File: config.mk
export PLATFORM = sky130hd
export DESIGN_NAME = twin_timer_pwm
export DESIGN_NICKNAME = d
export VERILOG_FILES = /design/src/rtl/twin_timer_pkg.sv /design/src/rtl/twin_timer_ctrl.sv /design/src/rtl/twin_timer_dp.sv /design/src/rtl/twin_timer_pwm.sv
export SDC_FILE = /design/constraint.sdc
export NUM_CORES = 1
export LEC_CHECK = 0
export BUFFER_PORTS_ARGS = -buffer_cell sky130_fd_sc_hd__buf_4
export CAP_MARGIN = 40
export CORE_UTILIZATION = 55
export DETAILED_ROUTE_END_ITERATION = 7
export PLACE_DENSITY = 0.73
export SYNTH_ARGS = -nofsm -noshare
export SYNTH_HDL_FRONTEND = slang
export SYNTH_SLANG_ARGS = --single-unit
File: constraint.sdc
create_clock -name clk -period 3 [get_ports clk]
set_input_delay 0.15 -clock clk [delete_from_list [all_inputs] [get_ports clk]]
set_output_delay 0.15 -clock clk [all_outputs]
set_load 0.02 [all_outputs]
File: src/rtl/twin_timer_pkg.sv
package twin_timer_pkg;
  localparam int NUM_CH     = 2;
  localparam int CTL_W      = 10;
  localparam int BIT_PWM    = 9;
  localparam int BIT_FLAG   = 8;
  localparam int BIT_RUN    = 7;
  localparam int BIT_IEN    = 6;
  localparam int BIT_LOAD   = 5;
  localparam int BIT_RELOAD = 4;
  localparam int BIT_GEN    = 2;
  localparam int BIT_DOWN   = 1;
  localparam int BIT_CAPT   = 0;
  localparam logic [CTL_W-1:0] CTL_KEEP = 10'h2D7;

  typedef struct packed {
    logic load;
    logic run;
    logic down;
    logic reload;
    logic capture;
  } chanCmd_t;
endpackage

File: src/rtl/twin_timer_ctrl.sv
module twin_timer_ctrl
  import twin_timer_pkg::*;
#(
  parameter int CNT_W = 32,
  localparam int ADDR_W = $clog2(NUM_CH) + 1
) (
  input  logic                             clk,
  input  logic                             rstN,
  input  logic                             wrEn,
  input  logic [ADDR_W-1:0]                regAddr,
  input  logic [CNT_W-1:0]                 wrData,
  input  logic [NUM_CH-1:0]                expire,
  output logic [CNT_W-1:0]                 rdData,
  output chanCmd_t [NUM_CH-1:0]            cmd,
  output logic [NUM_CH-1:0][CNT_W-1:0]     loadVal,
  output logic [NUM_CH-1:0]                genEn,
  output logic                             pwmActive,
  output logic                             irq
);
  logic [NUM_CH-1:0][CNT_W-1:0] ctlView;
  logic [NUM_CH-1:0]            flags;
  logic [NUM_CH-1:0]            armed;

  for (genvar ch = 0; ch < NUM_CH; ch++) begin : g_chan
    logic [CTL_W-1:0] ctlQ;
    logic [CNT_W-1:0] lrQ;
    logic             flagQ;
    logic             selCtl;
    logic             selLr;

    assign selCtl = wrEn && (regAddr == ADDR_W'(2 * ch));
    assign selLr  = wrEn && (regAddr == ADDR_W'(2 * ch + 1));

    always_ff @(posedge clk) begin
      if (!rstN) begin
        ctlQ  <= '0;
        lrQ   <= '0;
        flagQ <= 1'b0;
      end else begin
        if (selCtl) ctlQ <= wrData[CTL_W-1:0] & CTL_KEEP;
        if (selLr)  lrQ  <= wrData;
        if (expire[ch] && ctlQ[BIT_IEN]) flagQ <= 1'b1;
        else if (selCtl && wrData[BIT_FLAG]) flagQ <= 1'b0;
      end
    end

    assign cmd[ch] = '{load:    selCtl && wrData[BIT_LOAD],
                       run:     ctlQ[BIT_RUN],
                       down:    ctlQ[BIT_DOWN],
                       reload:  ctlQ[BIT_RELOAD],
                       capture: ctlQ[BIT_CAPT]};
    assign loadVal[ch] = lrQ;
    assign genEn[ch]   = ctlQ[BIT_GEN];
    assign flags[ch]   = flagQ;
    assign armed[ch]   = ctlQ[BIT_PWM] && ctlQ[BIT_RUN];
    assign ctlView[ch] = {{(CNT_W-CTL_W){1'b0}}, ctlQ[BIT_PWM], flagQ, ctlQ[BIT_RUN:0]};

    // enabled expiry raises the flag
    assert_flag_set_R7: assert property (@(posedge clk) disable iff (!rstN)
      (expire[ch] && ctlQ[BIT_IEN]) |=> flagQ);
    // write-one clear with no concurrent set drops the flag
    assert_flag_clear_R7: assert property (@(posedge clk) disable iff (!rstN)
      (selCtl && wrData[BIT_FLAG] && !(expire[ch] && ctlQ[BIT_IEN])) |=> !flagQ);
  end

  assign pwmActive = &armed;
  assign irq       = |flags;

  always_comb begin
    if (regAddr[0]) rdData = loadVal[regAddr[ADDR_W-1:1]];
    else            rdData = ctlView[regAddr[ADDR_W-1:1]];
  end
endmodule

File: src/rtl/twin_timer_dp.sv
module twin_timer_dp
  import twin_timer_pkg::*;
#(
  parameter int CNT_W = 32
) (
  input  logic                         clk,
  input  logic                         rstN,
  input  chanCmd_t [NUM_CH-1:0]        cmd,
  input  logic [NUM_CH-1:0][CNT_W-1:0] loadVal,
  input  logic                         pwmActive,
  output logic [NUM_CH-1:0]            expire,
  output logic                         pwmOut
);
  for (genvar ch = 0; ch < NUM_CH; ch++) begin : g_cnt
    logic [CNT_W-1:0] cntQ;
    logic [CNT_W-1:0] limitQ;
    logic [CNT_W-1:0] startVal;
    logic             doneQ;
    logic             live;
    logic             hit;
    logic             restart;

    if (ch == 0) begin : g_lead
      assign restart = 1'b0;
    end else begin : g_follow
      assign restart = pwmActive && expire[0];
    end

    assign live       = cmd[ch].run && !cmd[ch].capture && !doneQ;
    assign hit        = cmd[ch].down ? (cntQ == '0) : (cntQ == limitQ);
    assign expire[ch] = live && hit;
    assign startVal   = cmd[ch].down ? loadVal[ch] : '0;

    always_ff @(posedge clk) begin
      if (!rstN) begin
        cntQ   <= '0;
        limitQ <= '0;
        doneQ  <= 1'b0;
      end else if (cmd[ch].load || restart) begin
        cntQ   <= startVal;
        limitQ <= loadVal[ch];
        doneQ  <= 1'b0;
      end else if (expire[ch]) begin
        if (cmd[ch].reload) begin
          cntQ   <= startVal;
          limitQ <= loadVal[ch];
        end else begin
          doneQ  <= 1'b1;
        end
      end else if (live) begin
        cntQ <= cmd[ch].down ? cntQ - 1'b1 : cntQ + 1'b1;
      end
    end

    // a stopped counter keeps its value until reloaded
    assert_hold_still_R5: assert property (@(posedge clk) disable iff (!rstN)
      (doneQ && !cmd[ch].load && !restart) |=> $stable(cntQ));
    // capture mode freezes the counter
    assert_capture_still_R12: assert property (@(posedge clk) disable iff (!rstN)
      (cmd[ch].capture && !cmd[ch].load && !restart) |=> $stable(cntQ));
  end

  always_ff @(posedge clk) begin
    if (!rstN)               pwmOut <= 1'b0;
    else if (!pwmActive)     pwmOut <= 1'b0;
    else if (expire[0])      pwmOut <= 1'b1;
    else if (expire[1])      pwmOut <= 1'b0;
  end

  // output falls when the pair is not armed
  assert_pwm_gate_R10: assert property (@(posedge clk) disable iff (!rstN)
    !pwmActive |=> !pwmOut);
  // a rise always follows a period expiry
  assert_pwm_rise_R8: assert property (@(posedge clk) disable iff (!rstN)
    $rose(pwmOut) |-> $past(expire[0]));
  // a fall while armed always follows a high-time expiry
  assert_pwm_fall_R8: assert property (@(posedge clk) disable iff (!rstN)
    ($fell(pwmOut) && $past(pwmActive)) |-> $past(expire[1]));
endmodule

File: src/rtl/twin_timer_pwm.sv
module twin_timer_pwm
  import twin_timer_pkg::*;
#(
  parameter int CNT_W = 32
) (
  input  logic             clk,
  input  logic             rstN,
  input  logic             wrEn,
  input  logic [1:0]       regAddr,
  input  logic [CNT_W-1:0] wrData,
  output logic [CNT_W-1:0] rdData,
  output logic             expOut0,
  output logic             expOut1,
  output logic             irq,
  output logic             pwmOut
);
  chanCmd_t [NUM_CH-1:0]        cmd;
  logic [NUM_CH-1:0][CNT_W-1:0] loadVal;
  logic [NUM_CH-1:0]            genEn;
  logic [NUM_CH-1:0]            expire;
  logic                         pwmActive;

  twin_timer_ctrl #(.CNT_W(CNT_W)) ctrl_i (
    .clk(clk), .rstN(rstN), .wrEn(wrEn), .regAddr(regAddr), .wrData(wrData),
    .expire(expire), .rdData(rdData), .cmd(cmd), .loadVal(loadVal),
    .genEn(genEn), .pwmActive(pwmActive), .irq(irq)
  );

  twin_timer_dp #(.CNT_W(CNT_W)) dp_i (
    .clk(clk), .rstN(rstN), .cmd(cmd), .loadVal(loadVal),
    .pwmActive(pwmActive), .expire(expire), .pwmOut(pwmOut)
  );

  assign expOut0 = expire[0] && genEn[0];
  assign expOut1 = expire[1] && genEn[1];
endmodule

==> impl_summary.txt, run 1 <==
----------------------------------------------------
[Setup path]
  Buffers plus inverters on the worst setup path ... 1
  Capturing instance or port of the critical path ... dp_i.g_cnt[1].cntQ[31]
  Register-to-register path setup slack ... 0.08 ns
  Worst EP required ... 3.42 ns
  Arrival time reported for the critical path endpoint ... 3.34 ns
  Highest-delay cell along the critical path ... dfxtp_4
  Crit. End Element ... flop
  Category of the worst setup path launch point ... flop
  Launch point of the worst reg-to-reg path ... ctrl_i.g_chan[1].ctlQ[1]
  Depth of the worst register-to-register path ... 11
  Destination of the worst register-to-register timing path ... dp_i.g_cnt[1].cntQ[31]
  Critical setup path kind ... reg -> reg
  Number of cells on the critical path ... 11
  Crit-path max cell delay ... 0.41 ns
  List of cells traversed by the critical path ... buf_12, ha_1, nand2_1, o21ai_1, nor3_2, a21oi_2, a211oi_2, a211o_1, o211a_1, o21a_1, o32ai_2
  Crit Path Max Fanout ... 14
  Worst setup path startpoint ... ctrl_i.g_chan[1].ctlQ[1]
  Family with the most delay on the worst path ... compound AO/OA/AOI/OAI gates

[Global routing]
  First-pass GRT wire length ... 60900 um
  Number of global-route vias before repair ... 11.5k
  Total track usage ... 31.6%
  Antenna violations before repair ... 0
  Pin count of the biggest net entering global routing ... 111
  Sum of overflow across all layers after global routing ... 0

[Route]
  Vias per Instance ... 6.20
  Total routed wirelength ... 38100 um
  Remaining antenna violation count ... 0
  Routed wire per std cell ... 19.4 um
  DRC violations left ... 0
  Via Count ... 12.2k
  Detailed-router iteration count before antenna repair ... 5
  Initial detailed-routing violation count ... 1124

[Yosys]
  Most frequent cells after synthesis ... 218 x nand2_1, 211 x dfxtp_1, 144 x nor2_1
  Most area-consuming cells after synthesis ... dfxtp_1 33%, mux2i_1 7.4%, nand2_1 6.4%
  Synth cell types ... 76
  Syn_area_per_cell ... 8.20 um^2
  Netlist area before placement ... 12800 um^2
  Gate Count Post-Synth ... 1562
  Predominant post-synthesis flop cell ... dfxtp_1
  Warnings from Yosys ... 0
  Asr flop ratio synth ... 0%
  Fraction of the yosys area taken by sequential cells ... 33.0%
  Top-area cell type share of the netlist area ... 33.0%
  Post-synth top area cell ... dfxtp_1
  Number of enable flip-flop cells after synthesis ... 0
  Most repeated cell in the gate-level netlist after synthesis ... nand2_1
  Seq cells post-synth ... 211
  Post-synth net total ... 1661

[Timing]
  Setup repair after global routing missed its margin ... true
  Worst slew margin ... 55.5%
  Final Hold Viols ... 0
  Max-slew violations ... 0
  Post-route minimum period ... 2.92 ns
  Transition time at the pin with the least slew margin ... 0.667 ns
  Final setup skew ... 0.00849 ns
  Final period util ... 97.2%
  Total negative setup slack ... 0 ns
  Fmax achieved ... 343 MHz
  Final setup vio count ... 0
  Smallest hold slack ... 0.139 ns

[Floorplanning]
  Placeable core area ... 22700 um^2
  IO Count ... 73
  Core Rows ... 55
  Starting density of the core ... 56.4%
  Die outline height ... 155 um
  Overall die width ... 155 um
  Overall die area ... 23900 um^2

[Placed design]
  Placed wire-length estimate ... 27400 um
  Routability congestion estimate from global placement ... 0.911
  Buffers added on ports ... 72

[Hold path]
  Worst hold path type ... in -> reg

[Pwr]
  Total Power Consumption ... 6.76 mW
  Pwr/cell area ... 448 nW/um^2
  Leak pwr ... 6.23 nW
  Worst-case vdd ir drop ... 0.000301 V

[Finish]
  Final core occ ... 66.5%
  Number of nets in the finished design ... 1761
  Syn-to-layout area delta ... 17.8%
  Antenna fix cells ... 0
  Fraction of final layout cells with drive strength greater than 1 ... 14.4%
  Number of filler instances in the final layout ... 1915

[Clocking]
  Clock tree root buffer cell ... clkbuf_16
  H-tree lvl count ... 1
  CTS tree ... yes
  Maximum clock path buffer count ... 3
  Clock network latency to the later pin of the worst-skew pair ... 0.52 ns
  Clock sink count ... 211
  Clock Pin Slew Worst Setup and Hold Paths ... 0.06 ns
  Num CTS Buffers ... 23

[Run]
  Total of max-cap violations ... 0

[Status]
  Result of the run ... completed

----------------------------------------------------
cell type report:
class	instances	area [um^2]	share of cell area, %
clock inverters	8	48.8	0.323
clock buffers	32	649	4.30
repair buffers	171	1480	9.81
well taps	285	357	2.36
multi-input cells	1236	8250	54.7
flip-flops and latches	211	4230	28.0
inverters	19	73.8	0.489
worst reg2reg max path, stage by stage, from the launching register on:
cell and delay, ns:
dfxtp_4 0.41, buf_12 0.17, ha_1 0.39, nand2_1 0.08
o21ai_1 0.23, nor3_2 0.08, a21oi_2 0.22, a211oi_2 0.12
a211o_1 0.40, o211a_1 0.29, o21a_1 0.18, o32ai_2 0.26
how the worst min path moves through the flow:
| stage | from | to | slack (ns) | cells past startpoint |
|---|---|---|---|---|
| 2_1_floorplan | wrData[1] | ctrl_i.g_chan[1].ctlQ[1] | 0.28 | 2 |
| 3_3_place_gp | wrData[27] | ctrl_i.g_chan[0].lrQ[27] | 0.41 | 3 |
| 3_5_place_dp | wrData[14] | ctrl_i.g_chan[1].lrQ[14] | 0.42 | 3 |
| 4_1_cts | rstN | dp_i.g_cnt[0].cntQ[1] | 0.13 | 2 |
| 5_1_grt | rstN | dp_i.g_cnt[0].doneQ | 0.13 | 2 |
| 6_report | rstN | dp_i.g_cnt[1].cntQ[17] | 0.14 | 3 |
where the power goes:
part	total [mW]	switching [mW]	leakage [nW]	internal [mW]
sequential	3.03	0.137	1.71	2.90
clock	2.66	1.15	0.342	1.51
combinational	1.07	0.609	4.17	0.457
total	6.76	1.90	6.23	4.86
routing by layer:
metal	global-route usage, %	wire length [um]	vias up
li1	-	-	5804
met2	52.9	18100	460
met5	0	0	-
met4	12.6	1430	0
met3	3.00	2250	85
met1	41.9	16300	5819
placed cells by master (no fill, tap or decap), drive strengths merged, types with 29 or more instances in the layout:
cell and n:
nand2 218, dfxtp 211, nor2 147, buf 139
a21oi 138, mux2i 95, xnor2 61, ha 60
o21ai 58, xor2 48, nand3 36, a21o 36
dlygate4sd3 32, clkbuf 32, nor3 29, nor4 29
state kept, by name (all words and copies together) (netlist names):
signal / flops
ctrl_i.g_chan.ctlQ: 14
ctrl_i.g_chan.flagQ: 2
dp_i.pwmOut: 1
ctrl_i.g_chan.lrQ: 64
dp_i.g_cnt.limitQ: 64
dp_i.g_cnt.cntQ: 64
dp_i.g_cnt.doneQ: 2
timing repair:
item                                    in CTS  in global routing
gates resized for setup                      1                 27
endpoints found under the hold margin       80                  0
hold buffers                                32                  0
endpoints found under the setup margin       1                 25
pin swaps                                    0                  3
setup buffers                                0                  2
cell families after synthesis:
kind of cell / after synthesis / share of synthesized area, %
adder cells (fa/ha/maj): 62 / 6.17
AND/OR/NAND/NOR: 565 / 20.4
XOR/XNOR: 109 / 7.45
flip-flops: 211 / 33.0
AO/OA/AOI/OAI: 394 / 20.0
buffers and inverters: 115 / 3.92
multiplexers: 106 / 9.09
per-stage QoR:
stage               std cells  area, um^2  worst slack, ns
floorplan                1562       12800           0.0291
global placement         1887       13900           0.0724
detailed placement       1888       13900           0.0195
CTS                      1960       14900          0.00857
global route             1962       15100          -0.0299
finish                   1962       15100           0.0829
Note: power is estimated with default switching activity, not from simulation.
==> run 2, diff against run 1 <==
- BUFFER_PORTS_ARGS: -buffer_cell sky130_fd_sc_hd__buf_4 -> unset
- DONT_BUFFER_PORTS: unset -> 1
- PLACE_DENSITY: 0.73 -> 0.7
- RECOVER_POWER: unset -> 50
==> run 2 against run 1 <==
Effect of this change: global-route usage fell by 0.33 points; routed wire length fell by 0.67%; highest routed layer is now met5; via count down 1.8%; setup slack gained 0.025 ns; first-iteration DRC count fell by 15%; critical endpoint is now dp_i.g_cnt[1].cntQ[30]; maximum frequency rose by 0.85%; power rose by 2.2%; sequential cell count unchanged.
==> impl_summary.txt, run 2 (synthesis gave the netlist of run 1 again) <==
----------------------------------------------------
[Status]
  Result of the run ... completed

[Timing]
  Max-slew violations ... 0
  Setup repair after global routing missed its margin ... true
  Total negative setup slack ... 0 ns
  Worst slew margin ... 1.04%
  Final setup vio count ... 0
  Final Hold Viols ... 0
  Post-route minimum period ... 2.89 ns
  Minimum setup slack in the final design ... 0.107 ns
  Transition time at the pin with the least slew margin ... 1.48 ns
  Final setup skew ... 0.00796 ns
  Final period util ... 96.4%
  Fmax achieved ... 346 MHz

[Route]
  Detailed-router iteration count before antenna repair ... 5
  Remaining antenna violation count ... 0
  Initial detailed-routing violation count ... 960
  Via Count ... 11.9k
  DRC violations left ... 0
  Total routed wirelength ... 37800 um
  Vias per Instance ... 6.31
  Routed wire per std cell ... 20.0 um

[Finish]
  Number of filler instances in the final layout ... 1910
  Total area of sequential cells ... 4230 um^2
  Syn-to-layout area delta ... 14.6%
  Antenna fix cells ... 0
  Number of nets in the finished design ... 1692
  Fraction of final layout cells with drive strength greater than 1 ... 10.6%
  Leading registers by flop count ... ctrl_i.g_chan.lrQ (64), dp_i.g_cnt.cntQ (64), dp_i.g_cnt.limitQ (64)
  Footprint of the multi-input gates ... 8280 um^2
  Final core occ ... 64.6%
  Most frequent cells in the layout ... 217 x nand2_1, 208 x dfxtp_1, 142 x nor2_1
  Commonest non-fill, non-tap cell in the layout ... nand2_1

[Hold path]
  Worst hold path type ... in -> reg
  Start point of the worst min-delay path ... regAddr[0]

[Floorplanning]
  IO Count ... 73
  Overall die width ... 155 um
  Placeable core area ... 22700 um^2
  Core Rows ... 55
  Die outline height ... 155 um
  Starting density of the core ... 56.4%
  Overall die area ... 23900 um^2

[Placed design]
  Buffers added on ports ... 0
  Routability congestion estimate from global placement ... 0.902
  Pre-CTS worst setup slack ... -0.0425 ns
  Placed wire-length estimate ... 27000 um

[Clocking]
  Clock tree root buffer cell ... clkbuf_16
  CTS tree ... yes
  Num CTS Buffers ... 23
  H-tree lvl count ... 1
  Clock Pin Slew Worst Setup and Hold Paths ... 0.07 ns
  Maximum clock path buffer count ... 3
  Clock network latency to the later pin of the worst-skew pair ... 0.51 ns
  Clock sink count ... 211

[Global routing]
  Total track usage ... 31.2%
  Met3 Use GR ... 3.45%
  Fraction of met1 tracks used by global routing ... 41.3%
  Pin count of the biggest net entering global routing ... 88
  Number of global-route vias before repair ... 11.1k
  First-pass GRT wire length ... 60100 um
  Most used routing layer in global routing ... met2
  Antenna violations before repair ... 1
  GR Util met2 ... 51.8%
  Sum of overflow across all layers after global routing ... 0

[Setup path]
  Launch point of the worst reg-to-reg path ... ctrl_i.g_chan[1].ctlQ[1]
  Arrival time reported for the critical path endpoint ... 3.32 ns
  List of cells traversed by the critical path ... buf_4, fa_2, a211oi_2, o21a_1, nor3_2, o31ai_1, buf_4, a211o_1, a31oi_4, o221ai_2, mux2_1, o211ai_1
  Crit Path Max Fanout ... 8
  Critical setup path kind ... reg -> reg
  Family with the most delay on the worst path ... compound AO/OA/AOI/OAI gates
  Category of the worst setup path launch point ... flop
  Crit. End Element ... flop
  Crit-path max cell delay ... 0.41 ns
  Worst EP required ... 3.43 ns
  Buffers plus inverters on the worst setup path ... 2
  Worst setup path startpoint ... ctrl_i.g_chan[1].ctlQ[1]
  Highest-delay cell along the critical path ... fa_2
  Most used cell, CP ... buf_4

[Run]
  Total of max-cap violations ... 0

[Pwr]
  Pwr/cell area ... 470 nW/um^2
  Worst-case vdd ir drop ... 0.000344 V
  Leak pwr ... 5.83 nW

----------------------------------------------------
[run 2: cell types whose count changed in the layout (fill, tap and decap cells not counted), moves of 2 or more]
cell / before / now
o31ai_1: 1 / 3
buf_6: 1 / 3
clkinv_2: 5 / 2
dlygate4sd3_1: 32 / 36
ha_4: 1 / 7
ha_1: 57 / 50
buf_12: 9 / 7
bufinv_16: 0 / 2
buf_4: 129 / 52
clkinv_4: 0 / 2
[run 2: worst reg2reg max path: stages (launching register included)]
cell	delay, ns
dfxtp_4	0.38
buf_4	0.19
fa_2	0.42
a211oi_2	0.25
o21a_1	0.20
nor3_2	0.07
o31ai_1	0.24
buf_4	0.17
a211o_1	0.17
a31oi_4	0.11
o221ai_2	0.19
mux2_1	0.34
o211ai_1	0.09
[run 2: power by group]
part | internal (mW) | switching [mW]
Combinational | 0.426 | 0.582
Sequential | 2.90 | 0.142
Clock | 1.70 | 1.16
Total | 5.02 | 1.88
[run 2: metal layers]
metal,share of wire (%),vias up
li1,-,5694
met1,43,5703
met2,48,458
met3,6.0,90
met4,3.9,2
met5,0.034,-
[run 2: cell type report]
cell class | instances | share of cell area (%)
multi-input cells | 1236 | 56.4
well taps | 285 | 2.43
flip-flops and latches | 211 | 28.8
clock inverters | 8 | 0.699
inverters | 19 | 0.520
clock buffers | 31 | 4.47
repair buffers | 102 | 6.65
[run 2: metrics by stage]
| stage | hold WS [ns] | cells | instance area, um^2 | total power [mW] |
|---|---|---|---|---|
| final | 0.109 | 1892 | 14700 | 6.91 |
| after global routing | 0.111 | 1892 | 14700 | 7.14 |
| after CTS | 0.0386 | 1890 | 14500 | 6.89 |
| after detailed placement | 0.292 | 1813 | 13300 | 3.99 |
| after global placement | 0.287 | 1811 | 13300 | 3.97 |
| after floorplan | 0.279 | 1562 | 12800 | 3.73 |
[run 2: final timing paths]
check	end	slack, ns	depth (start not counted)
min reg2reg	ctrl_i.g_chan[1].ctlQ[6]	0.48	2
max	dp_i.g_cnt[1].cntQ[30]	0.11	12
max reg2reg	dp_i.g_cnt[1].cntQ[30]	0.11	12
min	ctrl_i.g_chan[0].ctlQ[9]	0.11	4
[run 2: timing repair]
action,4_1_cts,5_1_grt
gates cloned,0,0
pin swaps,1,8
hold buffers,37,0
resized for setup,3,28
buffers inserted,1,2
hold endpoints to repair,139,0
endpoints found under the setup margin,2,26
==> run 3, diff against run 2 <==
- CTS_CLUSTER_DIAMETER: unset -> 40
- PLACE_DENSITY: 0.7 -> 0.73
==> run 3 against run 2 <==
Effect of this change: routed wire length increased by 0.72%; maximum frequency decreased by 1.1%; cell area increased by 1.2%; core utilization increased by 0.78 points; clock skew increased by 0.011 ns; sequential power about the same.
==> impl_summary.txt, run 3 (synthesis gave the netlist of run 1 again) <==
----------------------------------------------------
[Setup path]
  Crit-path max cell delay ... 0.46 ns
  Family with the most delay on the worst path ... simple AND/OR/NAND/NOR gates
  Highest-delay cell along the critical path ... dfxtp_1
  Buffers plus inverters on the worst setup path ... 1
  Arrival time reported for the critical path endpoint ... 2.78 ns
  Category of the worst setup path launch point ... flop
  Critical setup path kind ... reg -> out
  Crit Path Max Fanout ... 4
  List of cells traversed by the critical path ... xor2_1, nor4_2, nand3_1, nor4_4, o21a_1, buf_4, and2_1
  Crit. End Element ... output pin
  Worst EP required ... 2.85 ns

[Global routing]
  Number of global-route vias before repair ... 11.5k
  Antenna violations before repair ... 1
  Pin count of the biggest net entering global routing ... 94
  First-pass GRT wire length ... 60800 um
  Sum of overflow across all layers after global routing ... 0
  Total track usage ... 31.6%

[Finish]
  Number of non-filler instances in the completed layout ... 1896
  Number of nets in the finished design ... 1688
  Final core occ ... 65.4%
  Final non-filler cell area ... 14900 um^2
  Leading registers by flop count ... ctrl_i.g_chan.lrQ (64), dp_i.g_cnt.cntQ (64), dp_i.g_cnt.limitQ (64)
  Syn-to-layout area delta ... 16.0%
  Commonest non-fill, non-tap cell in the layout ... nand2_1
  Most frequent cells in the layout ... 216 x nand2_1, 209 x dfxtp_1, 142 x nor2_1
  Fraction of final layout cells with drive strength greater than 1 ... 10.8%

[Floorplanning]
  IO Count ... 73
  Overall die area ... 23900 um^2
  Die outline height ... 155 um
  Overall die width ... 155 um
  Placeable core area ... 22700 um^2
  Core Rows ... 55
  Starting density of the core ... 56.4%

[Route]
  Initial detailed-routing violation count ... 1064
  Total routed wirelength ... 38100 um
  Routed wire per std cell ... 20.1 um
  Detailed-router iteration count before antenna repair ... 5
  Via Count ... 12.0k
  DRC violations left ... 0
  Vias per Instance ... 6.32
  Remaining antenna violation count ... 0

[Timing]
  Transition time at the pin with the least slew margin ... 1.32 ns
  Worst slew margin ... 12.0%
  Fmax achieved ... 342 MHz
  Max-slew violations ... 0
  Minimum setup slack in the final design ... 0.0750 ns
  Final Hold Viols ... 0
  Final period util ... 97.5%
  Total negative setup slack ... 0 ns
  Final setup vio count ... 0
  Final setup skew ... 0.0189 ns
  Smallest hold slack ... 0.00772 ns
  Post-route minimum period ... 2.93 ns

[Pwr]
  Worst-case vdd ir drop ... 0.000354 V
  Total Power Consumption ... 7.47 mW
  Leak pwr ... 5.92 nW
  Pwr/cell area ... 503 nW/um^2

[Clocking]
  Clock network latency to the later pin of the worst-skew pair ... 0.54 ns
  Clock Pin Slew Worst Setup and Hold Paths ... 0.06 ns
  Clock tree root buffer cell ... clkbuf_16
  H-tree lvl count ... 1
  Num CTS Buffers ... 28
  CTS tree ... yes
  Clock sink count ... 211
  Maximum clock path buffer count ... 3

[Run]
  Total of max-cap violations ... 0

[Placed design]
  Pre-CTS worst setup slack ... 0.0915 ns
  Placed wire-length estimate ... 26700 um
  Routability congestion estimate from global placement ... 0.938
  Placed cell count ... 1804
  Cell area reported after detailed placement ... 13300 um^2
  Buffers added on ports ... 0

[Hold path]
  Worst hold path type ... in -> reg

[Status]
  Result of the run ... completed

----------------------------------------------------
## run 3: metal layers
metal / share of wire (%) / GRT usage (%) / wire, um
met1: 42 / 41.4 / 16100
met4: 4.5 / 14.6 / 1720
met5: 0 / 0 / 0
met3: 6.3 / 3.67 / 2400
met2: 47 / 52.0 / 17900
## run 3: timing repair
| action | CTS | global route |
|---|---|---|
| hold buffers | 37 | 0 |
| setup endpoints to repair | 1 | 21 |
| buffers inserted | 0 | 3 |
| gates resized for setup | 2 | 39 |
| endpoints found under the hold margin | 117 | 0 |
| pin swaps | 0 | 16 |
## run 3: final cells by class
class	instances	area, um^2
diodes	2	5.00
clock buffers	30	708
clock inverters	20	264
fillers	1855	7850
inverters	19	76.3
multi-input cells	1236	8300
flip-flops and latches	211	4230
well taps	285	357
repair buffers	93	913
## run 3: power by group
group,leakage (nW),total [mW],internal [mW],switching [mW]
Clock,0.465,3.43,2.09,1.34
Combinational,3.74,1.00,0.416,0.586
Sequential,1.71,3.04,2.90,0.145
Total,5.92,7.47,5.40,2.07
## run 3: worst paths after layout
kind | startpoint | endpoint | slack (ns) | cells past startpoint
worst max-delay path | dp_i.g_cnt[1].cntQ[6] | expOut1 | 0.07 | 7
worst max register to register | ctrl_i.g_chan[0].ctlQ[1] | dp_i.g_cnt[0].cntQ[25] | 0.14 | 12
worst min register to register | ctrl_i.g_chan[1].ctlQ[6] | ctrl_i.g_chan[1].ctlQ[6] | 0.47 | 2
worst min-delay path | rstN | dp_i.g_cnt[1].limitQ[30] | 0.008 | 2
## run 3: worst register-to-register path, stage by stage, from the launching register on
cell	delay, ns
dfxtp_4	0.38
buf_6	0.15
ha_1	0.30
a21o_1	0.20
a31o_1	0.22
a311o_1	0.38
a21oi_2	0.17
and3_4	0.20
buf_4	0.15
nor4_4	0.06
nor3_2	0.14
and3b_1	0.19
o221a_1	0.21
